## config.mk

```make
export PLATFORM = sky130hd
export DESIGN_NAME = serial_regport
export DESIGN_NICKNAME = d
export VERILOG_FILES = /design/src/rtl/srp_pkg.sv /design/src/rtl/srp_sync.sv /design/src/rtl/srp_cmd_decode.sv /design/src/rtl/serial_regport.sv
export SDC_FILE = /design/constraint.sdc
export NUM_CORES = 1
export LEC_CHECK = 0
export CAP_MARGIN = 20
export CORE_MARGIN = 10
export CORE_UTILIZATION = 35
export DETAILED_ROUTE_END_ITERATION = 16
export HOLD_SLACK_MARGIN = 0.08
export PLACE_DENSITY = 0.66
export SYNTH_ARGS = -nofsm -noshare
export SYNTH_HDL_FRONTEND = slang
export SYNTH_SLANG_ARGS = --single-unit
```

## constraint.sdc

```tcl
create_clock -name clk -period 2.9 [get_ports clk]
set_input_delay 0.725 -clock clk [delete_from_list [all_inputs] [get_ports clk]]
set_output_delay 0.725 -clock clk [all_outputs]
set_load 0.005 [all_outputs]
```

## src/rtl/srp_pkg.sv

```systemverilog
// Shared constants and types for the three-wire register slave.
// Assumes a fixed 8-bit byte and eight addressable registers.
package srp_pkg;
    localparam int DATA_W    = 8;
    localparam int NUM_REGS  = 8;
    localparam int ADDR_W    = $clog2(NUM_REGS);
    localparam logic [ADDR_W-1:0] WP_ADDR   = ADDR_W'(NUM_REGS - 1);
    localparam logic [ADDR_W-1:0] LAST_BYTE = ADDR_W'(NUM_REGS - 1);
    localparam int BIT_W     = $clog2(DATA_W);

    typedef enum logic [1:0] {
        ST_CMD,
        ST_WR,
        ST_RD,
        ST_DONE
    } srp_state_t;
endpackage

```

## src/rtl/srp_sync.sv

```systemverilog
// Multi-bit level synchroniser: each input bit passes through STAGES flops.
// Assumes the bits are independent slow levels; no bus coherence implied.
module srp_sync #(
    parameter int STAGES = 2,
    parameter int WIDTH  = 1
) (
    input  logic             clk,
    input  logic             rst_n,
    input  logic [WIDTH-1:0] d,
    output logic [WIDTH-1:0] q
);
    logic [WIDTH-1:0] chain [STAGES];

    for (genvar s = 0; s < STAGES; s++) begin : g_stage
        // Purpose: one flop rank of the synchroniser chain.
        always_ff @(posedge clk) begin
            if (!rst_n)      chain[s] <= '0;
            else if (s == 0) chain[s] <= d;
            else             chain[s] <= chain[(s == 0) ? 0 : s - 1];
        end
    end

    assign q = chain[STAGES-1];
endmodule

```

## src/rtl/srp_cmd_decode.sv

```systemverilog
// Command byte decoder. Recognises single access 1000aaar and burst
// 1011111r; every other code (test mode included) is reported invalid.
module srp_cmd_decode
    import srp_pkg::*;
(
    input  logic [DATA_W-1:0] cmd_i,
    output logic              valid_o,
    output logic              read_o,
    output logic              burst_o,
    output logic [ADDR_W-1:0] addr_o
);
    logic single;

    // Purpose: classify the command and extract the start address.
    always_comb begin
        single  = (cmd_i[7:4] == 4'b1000);
        burst_o = (cmd_i[7:1] == 7'b1011111);
        valid_o = single | burst_o;
        read_o  = cmd_i[0];
        addr_o  = burst_o ? '0 : cmd_i[3:1];
    end
endmodule

```

## src/rtl/serial_regport.sv

```systemverilog
// Three-wire serial slave with a parallel register-file port.
// Assumes the system clock is at least 4x the serial clock, data is stable
// around the serial rising edge, and sclk is low when ce_i rises.
// Register 7 (write-protect flag) is held here; 0..6 live outside.
module serial_regport
    import srp_pkg::*;
#(
    parameter int SYNC_STAGES = 2
) (
    input  logic              clk,
    input  logic              rst_n,
    input  logic              ce_i,
    input  logic              sclk_i,
    input  logic              sdio_i,
    output logic              sdio_o,
    output logic              sdio_oe,
    output logic              rf_wr_en,
    output logic [ADDR_W-1:0] rf_waddr,
    output logic [DATA_W-1:0] rf_wdata,
    output logic [ADDR_W-1:0] rf_raddr,
    input  logic [DATA_W-1:0] rf_rdata
);
    logic [2:0]        sync_q;
    logic              ce_s, sclk_s, din_s, sclk_d;
    logic              rise, fall;
    srp_state_t        state;
    logic [BIT_W-1:0]  bit_cnt;
    logic [ADDR_W-1:0] byte_cnt;
    logic [ADDR_W-1:0] addr_q;
    logic [DATA_W-1:0] sh, obyte, byte_in, rd_value;
    logic              burst_q, wp_q, last_byte;
    logic              dec_valid, dec_read, dec_burst;
    logic [ADDR_W-1:0] dec_addr;

    srp_sync #(.STAGES(SYNC_STAGES), .WIDTH(3)) u_sync (
        .clk   (clk),
        .rst_n (rst_n),
        .d     ({ce_i, sclk_i, sdio_i}),
        .q     (sync_q)
    );

    assign ce_s   = sync_q[2];
    assign sclk_s = sync_q[1];
    assign din_s  = sync_q[0];

    srp_cmd_decode u_dec (
        .cmd_i   (byte_in),
        .valid_o (dec_valid),
        .read_o  (dec_read),
        .burst_o (dec_burst),
        .addr_o  (dec_addr)
    );

    // Purpose: delayed serial clock for edge detection.
    always_ff @(posedge clk) begin
        if (!rst_n) sclk_d <= 1'b0;
        else        sclk_d <= sclk_s;
    end

    // Purpose: edge strobes, qualified by the synchronised enable.
    always_comb begin
        rise      = ce_s & sclk_s & ~sclk_d;
        fall      = ce_s & ~sclk_s & sclk_d;
        byte_in   = {din_s, sh[DATA_W-1:1]};
        rd_value  = (addr_q == WP_ADDR) ? {wp_q, {(DATA_W-1){1'b0}}} : rf_rdata;
        last_byte = !burst_q || (byte_cnt == LAST_BYTE);
    end

    assign rf_raddr = addr_q;

    // Purpose: transfer sequencer, shifter, write-protect flag and pin drive.
    always_ff @(posedge clk) begin
        if (!rst_n) begin
            state    <= ST_CMD;
            bit_cnt  <= '0;
            byte_cnt <= '0;
            addr_q   <= '0;
            sh       <= '0;
            obyte    <= '0;
            burst_q  <= 1'b0;
            wp_q     <= 1'b0;
            sdio_o   <= 1'b0;
            sdio_oe  <= 1'b0;
            rf_wr_en <= 1'b0;
            rf_waddr <= '0;
            rf_wdata <= '0;
        end else begin
            rf_wr_en <= 1'b0;
            if (!ce_s) begin
                state    <= ST_CMD;
                bit_cnt  <= '0;
                byte_cnt <= '0;
                burst_q  <= 1'b0;
                sdio_oe  <= 1'b0;
            end else begin
                case (state)
                    ST_CMD: if (rise) begin
                        sh      <= byte_in;
                        bit_cnt <= bit_cnt + 1'b1;
                        if (bit_cnt == BIT_W'(DATA_W - 1)) begin
                            if (!dec_valid) begin
                                state <= ST_DONE;
                            end else begin
                                addr_q  <= dec_addr;
                                burst_q <= dec_burst;
                                state   <= dec_read ? ST_RD : ST_WR;
                            end
                        end
                    end
                    ST_WR: if (rise) begin
                        sh      <= byte_in;
                        bit_cnt <= bit_cnt + 1'b1;
                        if (bit_cnt == BIT_W'(DATA_W - 1)) begin
                            if (addr_q == WP_ADDR) begin
                                wp_q <= din_s;
                            end else if (!wp_q) begin
                                rf_wr_en <= 1'b1;
                                rf_waddr <= addr_q;
                                rf_wdata <= byte_in;
                            end
                            if (last_byte) begin
                                state <= ST_DONE;
                            end else begin
                                byte_cnt <= byte_cnt + 1'b1;
                                addr_q   <= addr_q + 1'b1;
                            end
                        end
                    end
                    ST_RD: begin
                        if (fall) begin
                            sdio_oe <= 1'b1;
                            if (bit_cnt == '0) begin
                                obyte  <= rd_value;
                                sdio_o <= rd_value[0];
                            end else begin
                                sdio_o <= obyte[bit_cnt];
                            end
                        end
                        if (rise) begin
                            bit_cnt <= bit_cnt + 1'b1;
                            if (bit_cnt == BIT_W'(DATA_W - 1)) begin
                                if (last_byte) begin
                                    state   <= ST_DONE;
                                    sdio_oe <= 1'b0;
                                end else begin
                                    byte_cnt <= byte_cnt + 1'b1;
                                    addr_q   <= addr_q + 1'b1;
                                end
                            end
                        end
                    end
                    default: ;
                endcase
            end
        end
    end
endmodule

```

# Yosys cells after proc, flatten, opt, wreduce, memory -nomap -nowiden
# Memories as Yosys holds them, arrays and structs flattened.
# Index checks and enable logic that the tools add are counted.
op_classes:
  n_addsub: 3
  order_cmp: 1
  eq_ne: 14
  mux: 29
  bitwise: 17
  reduce_logical: 20
ops:
  columns: ["operator", "n"]
  rows:
  - ["3-bit 2-to-1 mux", 9]
  - ["2-bit 2-to-1 mux", 7]
  - ["4-bit AND reduction", 3]
  - ["6-bit AND reduction", 2]
  - ["1-bit NOT", 10]
  - ["3-bit by 1-bit adder with 3-bit output (second input constant)", 3]
  - ["3-bit equality test (second input constant)", 3]
  - ["1-bit 2-to-1 mux", 9]
  - ["8-bit 2-to-1 mux", 1]
  - ["2-bit inequality test (second input constant)", 4]
  - ["8-bit AND reduction", 1]
  - ["7-bit equality test (second input constant)", 1]
  - ["2-bit by 1-bit inequality test with 1-bit output (second input constant)", 3]
  - ["3-bit case mux with 2 select lines", 1]
  - ["3-bit AND reduction", 2]
  - ["6-bit OR reduction", 1]
  - ["5-bit AND reduction", 1]
  - ["1-bit AND", 4]
  - ["4-bit equality test (second input constant)", 1]
  - ["3-bit by 4-bit less-than comparator with 1-bit output (second input constant)", 1]
  - ["2-bit case mux with 2 select lines", 1]
  - ["2-bit AND reduction", 2]
  - ["2-bit OR reduction", 2]
  - ["1-bit binary-select mux with 3-bit select", 1]
  - ["other kinds (9)", 11]
totals:
  register_bits: 44
  ram_bits: 6
  input_bits: 13
  mem_count: 1
memory_table:
  columns: ["name", "depth", "word_bits", "rd", "rd_ports_with_merged_regs", "wr", "line", "source"]
  rows:
  - ["u_sync.chain", 2, 3, 2, 0, 2, "srp_sync.sv:12", "logic [WIDTH-1:0] chain [STAGES];"]

# Longest topological paths before layout
# Gate-level depths: netlist of the first run.
logic_depth:
  ltp_word: 7
  depth_mapped: 8
  ltp_nobuf: 6

# Hierarchy
# A second synthesis of the first run with hierarchy kept.
hier_totals:
  cells_unflattened: 234
  area_unflattened_um2: 2172.1
by_module_without_submodules:
  columns: ["module", "n_inst", "cells_per_inst", "area_per_inst_um2", "seq_area_each_um2"]
  rows:
  - ["serial_regport", 1, 212, 1948.1, 860.8]
  - ["srp_sync", 1, 12, 157.7, 120.1]
  - ["srp_cmd_decode", 1, 10, 66.3, 0.0]

# Worst setup path before layout of the first run
# OpenSTA, ideal clock, no wires.
synth_timing:
  kind: "reg2reg"
  start: "reg bit_cnt[0]"
  end: "reg rf_waddr[0]"
  arrival_ns: 1.678
  slack_ns: 1.094
  path_stages_with_launch: 9
  path_buffers: 2
  cell_sequence: "dfxtp_1 ha_1 ha_1 and4b_1 buf_2 nand3_1 buf_2 mux2i_1 nor2_1"
synth_via:
  elab_chain_cells: 2
synth_lines:
  columns: ["element", "line", "source"]
  rows:
  - ["start: declaration", "serial_regport.sv:27", "logic [BIT_W-1:0] bit_cnt;"]
  - ["start signal: assignment", "serial_regport.sv:99", "bit_cnt <= bit_cnt + 1'b1;"]
  - ["start signal: assignment", "serial_regport.sv:112", "bit_cnt <= bit_cnt + 1'b1;"]
  - ["start signal: assignment", "serial_regport.sv:140", "bit_cnt <= bit_cnt + 1'b1;"]
  - ["3-bit equality test", "serial_regport.sv:113", "if (bit_cnt == BIT_W'(DATA_W - 1)) begin"]
  - ["6-bit AND reduction (no source line)", null, null]
  - ["end signal: assignment", "serial_regport.sv:118", "rf_waddr <= addr_q;"]
  - ["end: declaration", "serial_regport.sv:18", "output logic [ADDR_W-1:0] rf_waddr,"]
# Every way passes these cells.
# A chain may end at the register's enable or synchronous reset.

# Final worst setup path of the first run
layout_timing:
  start: "reg addr_q[0], in the netlist rf_raddr[0]"
  end: "out rf_raddr[0]"
layout_rtl:
  columns: ["element", "line", "source"]
  rows:
  - ["start: declaration", "serial_regport.sv:29", "logic [ADDR_W-1:0] addr_q;"]
  - ["start signal: assignment", "serial_regport.sv:104", "addr_q <= dec_addr;"]
  - ["start signal: assignment", "serial_regport.sv:125", "addr_q <= addr_q + 1'b1;"]
  - ["start signal: assignment", "serial_regport.sv:147", "addr_q <= addr_q + 1'b1;"]
  - ["end: declaration", "serial_regport.sv:20", "output logic [ADDR_W-1:0] rf_raddr,"]
# No word-level cell between the ends.

==> reports/results.ini, run 1 <==
[worst_setup_path]
crit_path_cell_trace=clkdlybuf4s50_1
cp_top_family=buffers and inverters
required_ns=2.17
reg2reg_depth=6
slowest_delay_ns=0.54
r2r_start=bit_cnt[0]$_SDFFE_PN0P_
crit_type=reg -> out
critPathLaunchType=flop
crit_arrival_ns=1.25
crit_fanout=5
regToRegSetupSlack_ns=0.92
critPathBufInv=1
r2r_end=rf_raddr[1]$_SDFFE_PN0P_
slowest_stage=clkdlybuf4s50_1
worstSetupEndpointType=primary output

[status]
status=finished, final reports clean

[finish]
n_antenna_cell=0
syn_to_final_growth_pct=21.9
nFillCells=577
layout.nets=274
drive_above_1_share=0.0518

[pwr]
leakagePower_nw=1.02
ir_worst_vdd_mv=0.239
powerDensity_nw_per_um2=463

[floorplan]
fp.dieW_um=98.1
die_area_um2=9610
floorplan.initialDensity=0.360
core_area_um2=5920
num_io_pins=30
rows=28
die_h_um=98.1

[clock_network]
cts.clk_slew.worst_paths_ns=0.08
cts_buffers=5
ctsRootBufferMaster=clkbuf_8
postCtsSetupBuffers=0
clock_latency_ns=0.29
clk_path_buf_depth=2
cts.htree.levels=2
cts_sinks=49
cts_tree=done
ctsHoldBuffers=0
cts_resized=0

[drt]
num_vias=1578
drtAntennaViolNets=0
dr.pass1.iters=4
via_per_inst=4.84
first_iter_violations=77
routed_wl_mm=4.16
drcViolationCount=0
routedWlPerCell_um=12.7

[timing]
hold_violations=0
tns_ns=0
min_period_over_period=0.683
setup_ws_ns=0.920
tightestPinTransition_ns=0.735
rsz0062_at_grt=false
fin_crit_ns=1.98
relSlewSlack=0.507
fmax_mhz=505
fin_worst_skew_ns=0.00676
setup_viol=0
slew_violations=0

[global_routing]
grt_max_degree=29
grt_pass1_vias=1508
antenna_found_initial=0
groute.usage.overall=0.0850
grt_pass1_wl_mm=6.98
grt_overflow=0

[logic_synthesis]
synth_cell_types=35
ys.flop_type=dfxtp_1
synth_fp_nets=248
ys_seq_area_frac=0.460
yosysTopAreaCellShare=0.460
syn_area_per_cell_um2=9.52
synth_enable_flop_cells=0
yosys-top-cells-area=dfxtp_1 46%, mux2i_1 12%, ha_1 6.5%
ys_warn_count=0
synth_top_area_cell=dfxtp_1
postSynth.asyncResetShare=0
synth_seq_cells=49
postSynthCellCount=224
synth.cell_area_um2=2130

[place]
post-place-ws_ns=0.970
gp_congestion=0.845
port_buffers=29
dp_hpwl_mm=3.05

[hold_path]
min_to=u_sync.chain[1][1]$_SDFF_PN0_
worstHoldStart=u_sync.chain[0][1]$_SDFF_PN0_
min_path_cells=1
min_path_type=reg -> reg

[job]
maxCapViolations=0

[state kept, by name, summed over array words and instances (netlist names)]
| register | count |
|---|---|
| obyte | 8 |
| sdio_oe | 1 |
| rf_wdata | 8 |
| bit_cnt | 3 |
| rf_wr_en | 1 |
| sclk_d | 1 |
| sh | 7 |
| state | 2 |
| rf_raddr | 3 |
| burst_q | 1 |
| rf_waddr | 3 |
| u_sync.chain | 6 |
| byte_cnt | 3 |
| wp_q | 1 |
| sdio_o | 1 |
[cell type report]
type / count / area, um^2 / area share
clock inverter: 1 / 30.0 / 0.0116
multi-input combinational: 149 / 1050 / 0.404
sequential: 49 / 981 / 0.377
inverter: 14 / 52.6 / 0.0202
tap: 75 / 93.8 / 0.0361
clock buffer: 7 / 86.3 / 0.0332
timing repair buffer: 31 / 305 / 0.117
[cells by family after synthesis]
logic type / synth area share
AO/OA/AOI/OAI: 0.0880
multiplexers: 0.143
adder cells (fa/ha/maj): 0.0646
AND/OR/NAND/NOR: 0.188
flip-flops: 0.460
buffers and inverters: 0.0475
XOR/XNOR: 0.00822
[metal layers]
metal | up-vias | GRT usage | routed length, um
met5 | - | 0 | 0
met4 | 0 | 0.0336 | 60
met3 | 5 | 0.0268 | 208
met2 | 29 | 0.129 | 1780
met1 | 717 | 0.109 | 2110
li1 | 827 | - | -
[how the worst max path moves through the flow]
| stage | startpoint | end | depth (start not counted) |
|---|---|---|---|
| floorplan | bit_cnt[0]$_SDFFE_PN0P_ | rf_waddr[0]$_SDFFE_PN0P_ | 8 |
| global route | bit_cnt[0]$_SDFFE_PN0P_ | rf_raddr[2]$_SDFFE_PN0P_ | 6 |
| global placement | bit_cnt[0]$_SDFFE_PN0P_ | rf_raddr[1]$_SDFFE_PN0P_ | 6 |
| finish | rf_raddr[0]$_SDFFE_PN0P_ | rf_raddr[0] | 1 |
| detailed placement | bit_cnt[0]$_SDFFE_PN0P_ | rf_raddr[2]$_SDFFE_PN0P_ | 6 |
| CTS | rf_raddr[0]$_SDFFE_PN0P_ | rf_raddr[0] | 1 |
[power by group]
group | total, mW | internal, mW | switching, mW
clock | 0.488 | 0.281 | 0.207
combinational | 0.0349 | 0.0196 | 0.0154
sequential | 0.679 | 0.676 | 0.00301
[per-stage QoR]
stage	utilization	instances	cell area [um^2]	total power [mW]	hold WS [ns]
after CTS	0.439	326	2600	1.22	0.440
after detailed placement	0.419	318	2480	0.731	0.420
after global routing	0.439	326	2600	1.24	0.449
after global placement	0.419	318	2480	0.731	0.417
after floorplan	-	224	2130	0.709	0.412
final	0.439	326	2600	1.20	0.439
[Yosys cell counts, drive strengths merged, types with 2 or more instances]
cell	number
mux2i	26
a311oi	5
nor2	34
ha	11
a221oi	2
nand2	14
o21ai	3
mux4	2
xnor2	2
and2	9
and4	2
a21oi	9
nand3	11
and4b	3
inv	14
nor2b	2
buf	5
clkbuf	7
dfxtp	49
[placed cells by master (no fill, tap or decap), types with 2 or more instances in the layout]
cell             Yosys  routed
a21oi_1              9       9
a221oi_1             2       2
a311oi_1             5       5
and2_1               9       9
and4_1               2       2
and4b_1              3       3
buf_4                0       2
clkbuf_8             0       6
clkdlybuf4s50_1      0      29
dfxtp_1             49      49
ha_1                11      11
inv_1               13      13
mux2i_1             26      26
mux4_2               2       2
nand2_1             14      14
nand3_1             11      11
nor2_1              34      34
nor2b_1              2       2
o21ai_0              3       3
xnor2_1              2       2
Power figures use the tool's default switching activity.
==> inputs of run 2 (changes only) <==
- clock period: 2.9 -> 2 ns (I/O delays scaled with it)
==> reports/results.ini, run 2 (synthesis results as in run 1) <==
[drt]
routed_wl_mm=4.59  ; +10%
routedWlPerCell_um=13.7  ; +7.8%
drtAntennaViolNets=0  ; unchanged
via_per_inst=4.98  ; +2.9%
first_iter_violations=100  ; +30%
num_vias=1664  ; +5.4%
dr.pass1.iters=4  ; unchanged
drcViolationCount=0  ; unchanged

[clock_network]
cts_tree=done
ctsHoldBuffers=0  ; unchanged
ctsRootBufferMaster=clkbuf_8
clk_path_buf_depth=2  ; unchanged
cts.htree.levels=2  ; unchanged
cts_sinks=49  ; unchanged
cts_buffers=5  ; unchanged
clock_latency_ns=0.31  ; +0.02 ns
cts.clk_slew.worst_paths_ns=0.09  ; about the same

[finish]
multi_input_area_um2=1050  ; +0.12%
layout.nets=282  ; +2.9%
mostFrequentLayoutCells=49 x dfxtp_1, 34 x nor2_1, 29 x clkdlybuf4s50_1
top_regs=obyte: 8 flops, rf_wdata: 8 flops, sh: 7 flops
regArea_um2=981  ; unchanged
drive_above_1_share=0.0888  ; +0.0370
fin_cells=334  ; +2.5%
nFillCells=583  ; +1.0%
mostFrequentLayoutCell=dfxtp_1
n_antenna_cell=0  ; unchanged
syn_to_final_growth_pct=26.9

[floorplan]
num_io_pins=30  ; unchanged
rows=28  ; unchanged
die_h_um=98.1  ; unchanged
floorplan.initialDensity=0.360  ; unchanged
fp.dieW_um=98.1  ; unchanged
core_area_um2=5920  ; unchanged
die_area_um2=9610  ; unchanged

[pwr]
ir_worst_vdd_mv=0.355  ; +48%
powerDensity_nw_per_um2=700  ; +51%
leakagePower_nw=1.08  ; +6.1%

[worst_setup_path]
required_ns=2.20  ; +0.03 ns
crit_fanout=7  ; +2
crit_type=reg -> reg
worstSetupEndpointType=flop
crit_arrival_ns=2.06  ; +0.81 ns
critPathLaunchType=flop

[timing]
rsz0062_at_grt=false
hold_violations=0  ; unchanged
min_period_over_period=0.933
slew_violations=0  ; unchanged
fin_worst_skew_ns=0.00783  ; +0.00107 ns
relSlewSlack=0.727  ; +0.219
tightestPinTransition_ns=0.406  ; -0.329 ns
tns_ns=0  ; unchanged
setup_viol=0  ; unchanged
fin_crit_ns=1.87
fmax_mhz=536

[global_routing]
grt_pass1_wl_mm=7.85  ; +12%
grt_overflow=0  ; unchanged
grt_pass1_vias=1647  ; +9.2%
antenna_found_initial=0  ; unchanged
groute.usage.overall=0.0961  ; +0.0111
grt_max_degree=21  ; -28%

[status]
status=finished, final reports clean

[job]
maxCapViolations=0  ; unchanged

[place]
dp_hpwl_mm=3.30  ; +8.2%
port_buffers=29  ; unchanged
dp_cells=326  ; +2.5%
gp_congestion=0.849  ; +0.47%

[hold_path]
min_path_type=reg -> reg

==> run 2: repair_timing <==
item / in CTS / in global routing
buffers inserted: 0 / 0
resized for setup: 0 / 1
hold endpoints to repair: 0 / 0
endpoints found under the setup margin: 0 / 5
==> run 2: per-layer routing <==
metal  GRT usage  up-vias  wire length [um]  share of wire
li1            -      843                 -              -
met1       0.120      785              2250           0.49
met2       0.152       31              2080           0.45
met3      0.0282        5               191          0.042
met4      0.0369        0                70          0.015
met5           0        -                 0              0
==> run 2: worst paths after layout <==
check / start / to / slack [ns] / depth (start not counted)
hold / removal: u_sync.chain[0][1]$_SDFF_PN0_ / u_sync.chain[1][1]$_SDFF_PN0_ / 0.44 / 1
hold reg to reg: u_sync.chain[0][1]$_SDFF_PN0_ / u_sync.chain[1][1]$_SDFF_PN0_ / 0.44 / 1
setup reg to reg: bit_cnt[1]$_SDFFE_PN0P_ / rf_raddr[2]$_SDFFE_PN0P_ / 0.13 / 6
setup / recovery: bit_cnt[1]$_SDFFE_PN0P_ / rf_raddr[2]$_SDFFE_PN0P_ / 0.13 / 6
==> run 2: final cells by class <==
cell class,count,area share
inverters,14,0.0194
flip-flops and latches,49,0.362
clock inverters,3,0.0254
repair buffers,39,0.144
clock buffers,5,0.0254
multi-input cells,149,0.388
well taps,75,0.0347
==> run 2: worst max-delay path: stages, from the launching register on <==
cell and delay (ns):
dfxtp_1 0.42, ha_1 0.18, ha_1 0.15, and4b_2 0.30, a21oi_1 0.09, a2111o_1 0.48, mux2i_1 0.14
==> run 2: power by group <==
| part | internal [mW] | total, mW | switching (mW) |
|---|---|---|---|
| Clock | 0.503 | 0.849 | 0.345 |
| Combinational | 0.0352 | 0.0611 | 0.0260 |
| Sequential | 0.981 | 0.985 | 0.00395 |
==> run 2: stage by stage <==
step	hold slack [ns]	util	total power, mW	setup slack (ns)	cell area, um^2
2_1_floorplan	0.412	-	1.03	0.194	2130
3_3_place_gp	0.416	0.434	1.07	0.147	2570
3_5_place_dp	0.417	0.434	1.07	0.112	2570
4_1_cts	0.441	0.457	1.92	0.0806	2710
5_1_grt	0.475	0.457	1.97	0.00478	2710
6_report	0.442	0.457	1.89	0.134	2710
